[src/rtl/cbs_pkg.sv]
package cbs_pkg;
    localparam int DATA_W = 64;
    localparam int CHK_W  = 8;
    localparam int WORD_W = DATA_W + CHK_W;

    typedef enum logic [3:0] {
        ST_BOOT,
        ST_IDLE,
        ST_OFF,
        ST_HOLD,
        ST_BK_RD,
        ST_BK_WR,
        ST_BK_MARK,
        ST_BK_END,
        ST_RS_RD,
        ST_RS_WR,
        ST_RS_CLR
    } cbs_state_e;

    typedef struct packed {
        cbs_state_e state;
        logic       own;
    } cbs_ctl_t;
endpackage

[src/rtl/cbs_word_ctr.sv]
module cbs_word_ctr #(
    parameter int ADDR_W    = 16,
    parameter int LAST_ADDR = 255
) (
    input  logic              clk,
    input  logic              rst_n,
    input  logic              clr,
    input  logic              adv,
    output logic [ADDR_W-1:0] addr_o,
    output logic              last_o
);
    localparam logic [ADDR_W-1:0] LAST_W = ADDR_W'(LAST_ADDR);

    logic [ADDR_W-1:0] cnt_d, cnt_q;

    always_comb begin
        cnt_d = cnt_q;
        if (clr)
            cnt_d = '0;
        else if (adv)
            cnt_d = cnt_q + 1'b1;
    end

    always_ff @(posedge clk or negedge rst_n) begin
        if (!rst_n) cnt_q <= '0;
        else        cnt_q <= cnt_d;
    end

    assign addr_o = cnt_q;
    assign last_o = (cnt_q == LAST_W);

    // the sweep never steps past the last address
    p_no_pass_last_r4: assert property (@(posedge clk) disable iff (!rst_n)
        (adv && !clr) |-> (addr_o != LAST_W));
endmodule

[src/rtl/cbs_word_buf.sv]
module cbs_word_buf #(
    parameter int WORD_W = 72
) (
    input  logic              clk,
    input  logic              rst_n,
    input  logic              load,
    input  logic [WORD_W-1:0] d_i,
    output logic [WORD_W-1:0] q_o
);
    logic [WORD_W-1:0] word_d, word_q;

    always_comb begin
        word_d = word_q;
        if (load) word_d = d_i;
    end

    always_ff @(posedge clk or negedge rst_n) begin
        if (!rst_n) word_q <= '0;
        else        word_q <= word_d;
    end

    assign q_o = word_q;
endmodule

[src/rtl/cache_backup_seq.sv]
module cache_backup_seq
    import cbs_pkg::*;
#(
    parameter int ADDR_W    = 16,
    parameter int LAST_ADDR = 255,
    parameter int WORD_W    = cbs_pkg::WORD_W
) (
    input  logic              clk,
    input  logic              rst_n,
    input  logic              pwr_good_i,
    input  logic              host_cke_i,
    input  logic              dirty_n_i,
    output logic              bus_oe_o,
    output logic              done_o,
    output logic              vm_req_o,
    output logic              vm_we_o,
    output logic [ADDR_W-1:0] vm_addr_o,
    output logic [WORD_W-1:0] vm_wdata_o,
    input  logic              vm_ack_i,
    input  logic [WORD_W-1:0] vm_rdata_i,
    output logic              nv_req_o,
    output logic              nv_we_o,
    output logic [ADDR_W-1:0] nv_addr_o,
    output logic [WORD_W-1:0] nv_wdata_o,
    input  logic              nv_ack_i,
    input  logic [WORD_W-1:0] nv_rdata_i,
    output logic              mk_req_o,
    output logic              mk_val_o,
    input  logic              mk_ack_i,
    input  logic              mk_present_i
);
    localparam logic [ADDR_W-1:0] LAST_W = ADDR_W'(LAST_ADDR);

    cbs_ctl_t          ctl_d, ctl_q;
    logic              ctr_clr, ctr_adv, at_last;
    logic              buf_load, buf_from_vm;
    logic [ADDR_W-1:0] word_addr;
    logic [WORD_W-1:0] buf_word, buf_in;

    cbs_word_ctr #(.ADDR_W(ADDR_W), .LAST_ADDR(LAST_ADDR)) u_ctr (
        .clk(clk), .rst_n(rst_n), .clr(ctr_clr), .adv(ctr_adv),
        .addr_o(word_addr), .last_o(at_last)
    );

    assign buf_in = buf_from_vm ? vm_rdata_i : nv_rdata_i;

    cbs_word_buf #(.WORD_W(WORD_W)) u_buf (
        .clk(clk), .rst_n(rst_n), .load(buf_load), .d_i(buf_in), .q_o(buf_word)
    );

    always_comb begin
        ctl_d       = ctl_q;
        ctr_clr     = 1'b0;
        ctr_adv     = 1'b0;
        buf_load    = 1'b0;
        buf_from_vm = 1'b0;
        unique case (ctl_q.state)
            ST_BOOT: if (pwr_good_i) begin
                if (!mk_present_i) begin
                    ctl_d.state = ST_IDLE;
                end else if (!host_cke_i) begin
                    ctl_d.state = ST_RS_RD;
                    ctr_clr     = 1'b1;
                end
            end
            ST_IDLE: if (!pwr_good_i)
                ctl_d.state = dirty_n_i ? ST_OFF : ST_HOLD;
            ST_OFF: if (pwr_good_i) ctl_d.state = ST_BOOT;
            ST_HOLD: if (!host_cke_i) begin
                ctl_d.state = ST_BK_RD;
                ctr_clr     = 1'b1;
            end
            ST_BK_RD: if (vm_ack_i) begin
                buf_load    = 1'b1;
                buf_from_vm = 1'b1;
                ctl_d.state = ST_BK_WR;
            end
            ST_BK_WR: if (nv_ack_i) begin
                if (at_last) begin
                    ctl_d.state = ST_BK_MARK;
                end else begin
                    ctr_adv     = 1'b1;
                    ctl_d.state = ST_BK_RD;
                end
            end
            ST_BK_MARK: if (mk_ack_i) ctl_d.state = ST_BK_END;
            ST_BK_END:  if (pwr_good_i) ctl_d.state = ST_BOOT;
            ST_RS_RD: if (nv_ack_i) begin
                buf_load    = 1'b1;
                ctl_d.state = ST_RS_WR;
            end
            ST_RS_WR: if (vm_ack_i) begin
                if (at_last) begin
                    ctl_d.state = ST_RS_CLR;
                end else begin
                    ctr_adv     = 1'b1;
                    ctl_d.state = ST_RS_RD;
                end
            end
            ST_RS_CLR: if (mk_ack_i) ctl_d.state = ST_IDLE;
            default:   ctl_d.state = ST_BOOT;
        endcase
        ctl_d.own = ctl_d.state inside {ST_BK_RD, ST_BK_WR, ST_BK_MARK,
                                        ST_RS_RD, ST_RS_WR, ST_RS_CLR};
    end

    always_ff @(posedge clk or negedge rst_n) begin
        if (!rst_n) ctl_q <= '{state: ST_BOOT, own: 1'b0};
        else        ctl_q <= ctl_d;
    end

    assign bus_oe_o   = ctl_q.own;
    assign done_o     = (ctl_q.state == ST_IDLE);
    assign vm_req_o   = ctl_q.state inside {ST_BK_RD, ST_RS_WR};
    assign vm_we_o    = (ctl_q.state == ST_RS_WR);
    assign vm_addr_o  = word_addr;
    assign vm_wdata_o = buf_word;
    assign nv_req_o   = ctl_q.state inside {ST_BK_WR, ST_RS_RD};
    assign nv_we_o    = (ctl_q.state == ST_BK_WR);
    assign nv_addr_o  = word_addr;
    assign nv_wdata_o = buf_word;
    assign mk_req_o   = ctl_q.state inside {ST_BK_MARK, ST_RS_CLR};
    assign mk_val_o   = (ctl_q.state == ST_BK_MARK);

    // an idle block moves nothing and leaves the bus alone
    p_idle_quiet_r1: assert property (@(posedge clk) disable iff (!rst_n)
        done_o |-> (!bus_oe_o && !vm_req_o && !nv_req_o && !mk_req_o));

    // no request while the bus drivers are in high impedance
    p_hiz_noreq_r2: assert property (@(posedge clk) disable iff (!rst_n)
        !bus_oe_o |-> !(vm_req_o || nv_req_o || mk_req_o));

    // ownership is taken only after the host dropped clock-enable
    p_cke_gate_r3: assert property (@(posedge clk) disable iff (!rst_n)
        $rose(bus_oe_o) |-> !$past(host_cke_i));

    // address steps only after the write handshake of the word
    p_addr_step_r5: assert property (@(posedge clk) disable iff (!rst_n)
        (bus_oe_o && $past(bus_oe_o) && !$stable(vm_addr_o)) |->
        ($past(nv_ack_i && nv_we_o) || $past(vm_ack_i && vm_we_o)));

    // backup write word equals the word just read
    p_bk_word_r6: assert property (@(posedge clk) disable iff (!rst_n)
        ($rose(nv_req_o) && nv_we_o) |-> (nv_wdata_o == $past(vm_rdata_i)));

    // restore write word equals the word just read
    p_rs_word_r6: assert property (@(posedge clk) disable iff (!rst_n)
        ($rose(vm_req_o) && vm_we_o) |-> (vm_wdata_o == $past(nv_rdata_i)));

    // marker set follows the last word write
    p_mark_last_r8: assert property (@(posedge clk) disable iff (!rst_n)
        ($rose(mk_req_o) && mk_val_o) |-> ($past(nv_ack_i) && vm_addr_o == LAST_W));
endmodule

[config.mk]
export PLATFORM = sky130hd
export DESIGN_NAME = cache_backup_seq
export DESIGN_NICKNAME = d
export VERILOG_FILES = /design/src/rtl/cbs_pkg.sv /design/src/rtl/cbs_word_ctr.sv /design/src/rtl/cbs_word_buf.sv /design/src/rtl/cache_backup_seq.sv
export SDC_FILE = /design/constraint.sdc
export NUM_CORES = 1
export LEC_CHECK = 0
export ABC_AREA = 1
export BUFFER_PORTS_ARGS = -buffer_cell sky130_fd_sc_hd__buf_2
export CAP_MARGIN = 30
export CORE_AREA = 2 2 131 133
export DETAILED_ROUTE_END_ITERATION = 6
export DIE_AREA = 0 0 133 135
export MAX_ROUTING_LAYER = met4
export PLACE_DENSITY = 0.7
export SLEW_MARGIN = 20
export SYNTH_ARGS = -nofsm -noshare
export SYNTH_HDL_FRONTEND = slang
export SYNTH_HIERARCHICAL = 1
export SYNTH_SLANG_ARGS = --single-unit
[constraint.sdc]
create_clock -name clk -period 2.3 [get_ports clk]
set_clock_uncertainty 0.2 [all_clocks]
set_input_delay 0.46 -clock clk [delete_from_list [all_inputs] [get_ports clk]]
set_output_delay 0.46 -clock clk [all_outputs]
set_load 0.005 [all_outputs]
==> impl_metrics.ini, run 1 <==
[floorplanning]
dieArea_mm2 = 0.0180
core_area_mm2 = 0.0164
fp.dieW_um = 133
fp.dieH_um = 135
num_rows = 47
io_pins = 337
initial_core_util = 0.363

[placement]
dp_hpwl_um = 12700
port_buffers = 336
preCtsSetupSlack_ns = 0.0406
gp_congestion = 0.897

[setup_path]
cp.arrival_ns = 1.52
path_common_cell = nor2_1
critPathLaunchType = register
path_max_fanout = 6
endpoint_kind = output pin
worstPathRequired_ns = 1.64
cp_num_buf_inv = 3
path_cells = nor2_1, buf_4, inv_1, nor2_1, buf_2
timing.rr.start = ctl_q[1]
worstSetupPathType = reg -> out
crit_path_start = ctl_q[3]
cpLargestDelayFamily = flip-flops
max_stage_delay_ns = 0.41
slowest_stage = dfrtp_1

[synthesis]
synth_warnings = 6
synth-seq-cells = 93
avgSynthCellArea_um2 = 8.61
syn_nets = 845
synthTopCellsByArea = dfrtp_1, nand2_1, mux2_4, buf_4, buf_6
synth.distinct_cells = 30
yosysTopAreaCellShare = 0.391
synth_top_area_cell = dfrtp_1
synth.cell_area_mm2 = 0.00595
syn_inst = 691
synth-seq-area-share = 0.391

[clock_tree]
clk_path_buf_depth = 2
path_clk_slew_ns = 0.07
cts.sinks = 93
cts_made_buffers = 9
cts_tree = yes
htreeDepth = 3
worstSkewPairLatency_ns = 0.35
clockRootBuffer = clkbuf_16

[final_layout]
regArea_mm2 = 0.00233
num_antenna_cells = 0
finalCoreUtilization = 0.469
fin_nets = 1111
fill_cells = 1585
layout-drive-gt1-share = 0.497
area_growth_pct = 29.2
multiInputGateArea_mm2 = 0.00268

[pwr]
leakage_nw = 4.68
p_per_area_mw_per_mm2 = 1010
irDropWorstVdd_mv = 0.448

[timing]
max_slew_margin = 0.590
finalHoldViolCount = 0
tightest_slew_ns = 0.614
fin_crit_sh = 0.949
postLayoutSetupSlackWorst_ns = 0.117
setup-tns-final_ns = 0
slew_viol_final = 0
whs_ns = 0.233
fmax_mhz = 458
finalSetupViolations = 0
min_period_ns = 2.18

[route]
drtAntennaViolNets = 0
avgViaCountPerCell = 4.47
drtIter0Drc = 238
post-route-drc-count = 0
drt-pass1-iter-count = 4
wirelength_um = 16600
drt-wirelength-per-cell_um = 14.0
vias = 5289

[grt]
first_global_vias = 5079
grt_max_degree = 73
grt_pass1_wl_um = 25600
grt_antenna_before_repair = 0
grt_usage = 0.186
grt-ovfl-total = 0

[hold_path]
hold_class = in -> reg
hold_path.startpoint = vm_rdata_i[68]

[job]
max-cap-violations = 0

[run_status]
status = completed
-- cell usage after synthesis, drive strengths merged --
master / n
nand3b: 2
xnor2: 1
nand4: 4
nand3: 16
inv: 28
a21oi: 8
nor2: 46
ha: 1
o211ai: 1
buf: 112
nand2: 285
a211oi: 1
nor3b: 2
mux2: 72
nor4: 2
o21ai: 13
clkinv: 1
dfrtp: 93
nor3: 3
-- metal layers --
layer	vias up	track usage	wire (µm)
met5	-	-	0
met4	0	0.0693	291
met3	19	0.0214	877
met2	209	0.330	8610
met1	2434	0.217	6790
li1	2627	-	-
-- logic make-up after synthesis --
| group | after synthesis | synth area share |
|---|---|---|
| AO/OA/AOI/OAI | 23 | 0.0208 |
| adder cells (fa/ha/maj) | 1 | 0.00210 |
| multiplexers | 72 | 0.174 |
| AND/OR/NAND/NOR | 360 | 0.245 |
| XOR/XNOR | 1 | 0.00147 |
| flip-flops | 93 | 0.391 |
| buffers and inverters | 141 | 0.166 |
-- worst paths after layout --
check | cells after the start | slack [ns] | to
hold / removal | 4 | 0.23 | u_buf/q_o[68]
setup reg to reg | 12 | 0.16 | u_ctr/addr_o[13]
setup / recovery | 5 | 0.12 | done_o
min in group asynchronous | 3 | 0.40 | ctl_q[3]
max in group asynchronous | 3 | 0.90 | u_buf/q_o[46]
hold reg to reg | 2 | 0.29 | u_buf/q_o[53]
-- state kept, by name, summed over array words and instances, names as in the netlist --
| name | flops |
|---|---|
| u_buf/q_o | 72 |
| ctl_q | 4 |
| bus_oe_o | 1 |
| u_ctr/addr_o | 16 |
-- area by class of cell --
| type | instances | area share |
|---|---|---|
| tap | 220 | 0.0358 |
| multi-input combinational | 457 | 0.348 |
| inverter | 29 | 0.0148 |
| clock buffer | 10 | 0.0311 |
| timing repair buffer | 367 | 0.261 |
| clock inverter | 6 | 0.00618 |
| sequential | 93 | 0.303 |
-- report_power, final --
group | internal, mW | switching, mW | total [mW] | leakage (nW)
Sequential | 2.31 | 0.562 | 2.87 | 1.19
Clock | 0.769 | 0.648 | 1.42 | 0.139
Combinational | 1.67 | 1.82 | 3.49 | 3.35
Total | 4.75 | 3.03 | 7.78 | 4.68
-- worst min-delay path, delay by kind of cell --
kind / cells / cell delay, ns
mux: 1 / 0.12
simple gates: 2 / 0.09
buf+inv: 1 / 0.07
-- what timing repair did --
action / 4_1_cts / 5_1_grt
hold buffers: 1 / 0
hold endpoints to repair: 45 / 0
resized for setup: 0 / 7
setup buffers: 0 / 1
endpoints found under the setup margin: 0 / 13
-- stage by stage --
| stage | cells | cell area [µm²] | power (mW) |
|---|---|---|---|
| after detailed placement | 1164 | 7360 | 6.41 |
| after global placement | 1164 | 7360 | 6.33 |
| after CTS | 1181 | 7660 | 7.89 |
| after floorplan | 691 | 5950 | 5.29 |
| after global routing | 1182 | 7690 | 8.45 |
| final | 1182 | 7690 | 7.78 |
-- cells in the final DEF (no fill, tap or decap), drive strengths merged --
cell type | netlist | routed
clkinvlp | 0 | 1
dlygate4sd3 | 0 | 1
clkbuf | 0 | 10
o21ai | 13 | 13
dfrtp | 93 | 93
xnor2 | 1 | 1
nand2 | 285 | 285
mux2 | 72 | 72
ha | 1 | 1
o211ai | 1 | 1
nor3 | 3 | 3
nor4 | 2 | 2
nand3 | 16 | 16
nand4 | 4 | 4
buf | 112 | 366
nor3b | 2 | 2
inv | 28 | 29
a211oi | 1 | 1
nor2 | 46 | 46
a21oi | 8 | 8
clkinv | 1 | 5
nand3b | 2 | 2
(Power assumes the default switching activity.)
==> run 2, diff against run 1 <==
==> constraint.sdc (replaced) <==
create_clock -name clk -period 1.93 [get_ports clk]
set_clock_uncertainty 0.2 [all_clocks]
set_input_delay 0.386 -clock clk [delete_from_list [all_inputs] [get_ports clk]]
set_output_delay 0.386 -clock clk [all_outputs]
set_load 0.005 [all_outputs]
==> run 2 against run 1 <==
  * The run now ends with setup timing left
  * Sequential share of layout area fell by 3.3 points
  * Final area rose by 12%
  * Worst hold slack worse by 0.078 ns
  * Total power is 31% higher
  * Count of clock-buffer cells in the layout unchanged
  * Largest cell class unchanged
==> impl_metrics.ini, run 2 (synthesis results as in run 1) <==
[timing]
fin_crit_sh = 1.08
min_period_ns = 2.08
finalHoldViolCount = 0
whs_ns = 0.155
tightest_slew_ns = 0.575
setup-tns-final_ns = -4.48
grt_setup_unrepaired = yes
finalSetupViolations = 64
postLayoutSetupSlackWorst_ns = -0.148
max_slew_margin = 0.617
slew_viol_final = 0
fmax_mhz = 481

[pwr]
intPower_mw = 6.33
p_per_area_mw_per_mm2 = 1180
p_switching_mw = 3.89
irDropWorstVdd_mv = 0.576
sw_frac_of_total = 0.380
leakage_nw = 5.13
p_clk_frac = 0.174
p_seq_frac = 0.336
power.total_mw = 10.2
comb_power_share = 0.490

[setup_path]
worstSetupPathType = reg -> reg
critPathLaunchType = register
endpoint_kind = register
reg2reg_depth = 9
path_max_fanout = 13
cp.arrival_ns = 2.11
worstPathRequired_ns = 1.96

[final_layout]
fin_nets = 1168
final_common_cell = buf_2
largest_reg_flops = 72
num_antenna_cells = 0
regArea_mm2 = 0.00233
area_growth_pct = 45.3
fill_cells = 1511
multiInputGateArea_mm2 = 0.00297
finalCoreUtilization = 0.527
final_cell_mix = buf_2, nand2_1, dfrtp_1, nand2_2, mux2_4
instances_no_fill = 1238
layout-drive-gt1-share = 0.609

[route]
drt-wirelength-per-cell_um = 14.5
drtAntennaViolNets = 0
avgViaCountPerCell = 4.49
vias = 5563
wirelength_um = 18000
drt-pass1-iter-count = 4
post-route-drc-count = 0
drtIter0Drc = 231

[job]
max-cap-violations = 0

[clock_tree]
cts.sinks = 93
cts_tree = yes
htreeDepth = 3
worstSkewPairLatency_ns = 0.34
cts_made_buffers = 9
clk_path_buf_depth = 2
clockRootBuffer = clkbuf_16
path_clk_slew_ns = 0.07

[hold_path]
hold_class = in -> reg
min_path_cells = 4

[placement]
port_buffers = 336
dp_hpwl_um = 12800
gp_congestion = 0.904
dp_cells = 1192

[floorplanning]
io_pins = 337
fp.dieW_um = 133
core_area_mm2 = 0.0164
dieArea_mm2 = 0.0180
num_rows = 47
initial_core_util = 0.363
fp.dieH_um = 135

[grt]
grt_antenna_before_repair = 0
grt-ovfl-total = 0
grt_usage = 0.186
grt_max_degree = 94
grt_pass1_wl_um = 25700
first_global_vias = 5119

[run_status]
status = complete, but fails checks
violations = setup timing
run 2: changes by cell type in the layout (fill, tap and decap cells not counted), moves of 5 or more:
cell,previous run,this run
buf_4,24,48
buf_6,0,24
nand2_1,279,218
nand2_2,6,63
nor2_1,36,30
o21ai_0,11,6
run 2: final timing paths:
check	startpoint	to	slack, ns
min in group asynchronous	rst_n	bus_oe_o	0.37
setup reg to reg	ctl_q[1]	u_buf/q_o[36]	-0.15
max in group asynchronous	rst_n	u_ctr/addr_o[0]	0.61
hold / removal	vm_rdata_i[16]	u_buf/q_o[16]	0.15
hold reg to reg	u_buf/q_o[42]	u_buf/q_o[42]	0.29
setup / recovery	ctl_q[1]	u_buf/q_o[36]	-0.15
run 2: power by group through the flow:
stage	sequential, mW	combinational, mW	clock, mW
after floorplan	3.45	2.92	0
after global placement	3.42	4.37	0
after detailed placement	3.44	4.45	0
after CTS	3.44	4.63	1.85
after global routing	3.55	5.53	1.91
final	3.43	5.01	1.78
run 2: area by class of cell:
type,instances,share of cell area
Multi-Input combinational cell,457,0.343
Timing Repair Buffer,424,0.307
Sequential cell,93,0.270
Tap cell,220,0.0318
Clock buffer,10,0.0276
Inverter,29,0.0135
Clock inverter,5,0.00709
run 2: worst max-delay path, stage by stage (launching register included):
cell and delay (ns):
dfrtp_2 0.46, nor2_4 0.18, buf_6 0.12, nand3_4 0.11, buf_12 0.17, buf_12 0.14, buf_12 0.15, mux2_4 0.30
nand2_2 0.06, nand2_1 0.05
run 2: what timing repair did:
item / CTS / global route
hold buffers: 1 / 0
setup buffers: 9 / 17
pin swaps: 10 / 79
endpoints found under the hold margin: 93 / 0
gates resized for setup: 24 / 105
gates cloned: 0 / 4
endpoints found under the setup margin: 31 / 80
run 2: per-stage QoR:
stage / area (µm²) / worst slack, ns
after detailed placement: 7640 / -0.0909
after global routing: 8640 / -0.227
after global placement: 7640 / -0.0407
final: 8640 / -0.148
after floorplan: 6030 / -0.0688
after CTS: 8080 / -0.0910
run 2: layer usage:
metal,global-route usage,vias to the layer above,part of all wire
met4,0.0603,0,0.013
met2,0.321,221,0.52
met1,0.229,2587,0.42
li1,-,2743,-
met5,-,-,0
met3,0.0229,12,0.047
==> run 3, diff against run 2 <==
--- a/config.mk
+++ b/config.mk
@@ -13,6 +13,7 @@
 export DIE_AREA = 0 0 133 135
 export MAX_ROUTING_LAYER = met4
 export PLACE_DENSITY = 0.7
+export REMOVE_ABC_BUFFERS = 1
 export SLEW_MARGIN = 20
 export SYNTH_ARGS = -nofsm -noshare
 export SYNTH_HDL_FRONTEND = slang
==> run 3 against run 2 <==
  * The flow still finishes with violations (setup timing)
  * Combinational power grew 2%
  * Highest routed layer unchanged
  * Utilization shrank 0.93 points
  * Largest power group unchanged
  * Largest cell class unchanged
  * Sequential share of layout area grew 0.46 points
  * Count of clock-buffer cells in the layout grew 1
  * Global-route usage grew 1.5 points
  * Cell count grew 0.48%
==> impl_metrics.ini, run 3 (synthesis results as in run 1) <==
[setup_path]
worstPathRequired_ns = 1.95
cp.arrival_ns = 2.16
worstSetupPathType = reg -> reg
slowest_stage = dfrtp_2
path_cells = buf_6, nor2_4, buf_6, nand4_1, nand2_2, buf_6, clkinvlp_4, buf_6, o21ai_1, nor2_1
critPathLaunchType = register
endpoint_kind = register
path_max_fanout = 8
max_stage_delay_ns = 0.43
path_common_cell = buf_6

[floorplanning]
num_rows = 47
io_pins = 337
initial_core_util = 0.363
core_area_mm2 = 0.0164
fp.dieW_um = 133
fp.dieH_um = 135
dieArea_mm2 = 0.0180

[grt]
grt_usage = 0.202
grt_pass1_wl_um = 27700
first_global_vias = 5438
grt_antenna_before_repair = 3
grt_max_degree = 94
grt-ovfl-total = 0

[final_layout]
multiInputGateArea_mm2 = 0.00289
fin_nets = 1170
largest_reg_flops = 72
final_cell_area_mm2 = 0.00849
final_cell_mix = buf_2, nand2_1, dfrtp_1, buf_4, mux2_4
layout-drive-gt1-share = 0.583
regArea_mm2 = 0.00233
fill_cells = 1532
instances_no_fill = 1244
final_common_cell = buf_2
area_growth_pct = 42.7

[route]
vias = 5723
drt-wirelength-per-cell_um = 15.1
post-route-drc-count = 0
drtAntennaViolNets = 0
drtIter0Drc = 342
drt-pass1-iter-count = 5
wirelength_um = 18700
avgViaCountPerCell = 4.60

[timing]
whs_ns = 0.168
postLayoutSetupSlackWorst_ns = -0.214
fmax_mhz = 466
min_period_ns = 2.14
finalHoldViolCount = 0
finalSetupViolations = 94
tightest_slew_ns = 0.590
max_slew_margin = 0.607
grt_setup_unrepaired = yes
fin_crit_sh = 1.11
slew_viol_final = 0

[placement]
port_buffers = 336
placed_area_mm2 = 0.00755
gp_congestion = 0.858
dp_hpwl_um = 13300
dp_cells = 1192

[clock_tree]
htreeDepth = 3
clockRootBuffer = clkbuf_16
worstSkewPairLatency_ns = 0.34
path_clk_slew_ns = 0.07
clk_path_buf_depth = 2
cts_tree = yes
cts_made_buffers = 9
cts.sinks = 93

[job]
max-cap-violations = 0

[run_status]
status = complete, but fails checks
violations = setup timing

[pwr]
p_per_area_mw_per_mm2 = 1230
irDropWorstVdd_mv = 0.608
power.total_mw = 10.5
leakage_nw = 5.05

[hold_path]
hold_class = in -> reg
## run 3: changes by cell type in the layout (fill, tap and decap cells not counted), moves of 4 or more
cell | before | now
inv_1 | 21 | 17
mux2_2 | 9 | 13
buf_6 | 24 | 20
o21ai_2 | 4 | 8
nand2_1 | 218 | 257
nand2_2 | 63 | 25
mux2_4 | 63 | 59
buf_4 | 48 | 64
buf_12 | 11 | 4
## run 3: worst paths after layout
kind,cells after the start,endpoint,startpoint,slack (ns)
min in group asynchronous,3,bus_oe_o,rst_n,0.39
hold / removal,4,u_buf/q_o[13],vm_rdata_i[13],0.17
setup reg to reg,10,u_ctr/addr_o[11],ctl_q[1],-0.21
max in group asynchronous,3,u_ctr/addr_o[13],rst_n,0.63
setup / recovery,10,u_ctr/addr_o[11],ctl_q[1],-0.21
hold reg to reg,2,u_buf/q_o[42],u_buf/q_o[42],0.29
## run 3: where the power goes
| group | total [mW] | switching [mW] | internal (mW) |
|---|---|---|---|
| sequential | 3.41 | 0.659 | 2.75 |
| clock | 1.97 | 0.761 | 1.21 |
| combinational | 5.11 | 2.60 | 2.51 |
## run 3: area by class of cell
class	count	area share
Timing Repair Buffer	426	0.297
Clock buffer	11	0.0298
Sequential cell	93	0.274
Clock inverter	5	0.00973
Tap cell	220	0.0324
Inverter	29	0.0153
Antenna cell	3	0.000884
Multi-Input combinational cell	457	0.340
## run 3: timing repair
| action | CTS | global route |
|---|---|---|
| endpoints found under the setup margin | 64 | 97 |
| hold endpoints to repair | 93 | 0 |
| resized for setup | 46 | 61 |
| pin swaps | 23 | 15 |
| cloned | 0 | 1 |
| hold buffers | 1 | 0 |
| buffers inserted | 19 | 16 |
## run 3: worst max-delay path, delay by kind of cell, from the launching register on
family / cells / cell delay, ns
AOI/OAI and AO/OA: 1 / 0.09
buffers and inverters: 5 / 0.76
DFF: 1 / 0.43
and+or+nand+nor: 4 / 0.53
## run 3: per-layer routing
metal,routed length [µm],global-route usage,vias up
li1,-,-,2747
met1,7410,0.242,2682
met2,9560,0.336,257
met3,1250,0.0417,37
met4,510,0.0753,0
met5,0,-,-
## run 3: through the flow
step | setup WS [ns] | TNS [ns] | utilization
2_1_floorplan | -4.56 | -337.97 | -
3_3_place_gp | -0.176 | -1.07 | 0.460
3_5_place_dp | -0.281 | -3.17 | 0.460
4_1_cts | -0.0368 | -0.239 | 0.495
5_1_grt | -0.273 | -16.70 | 0.518
6_report | -0.214 | -10.57 | 0.518
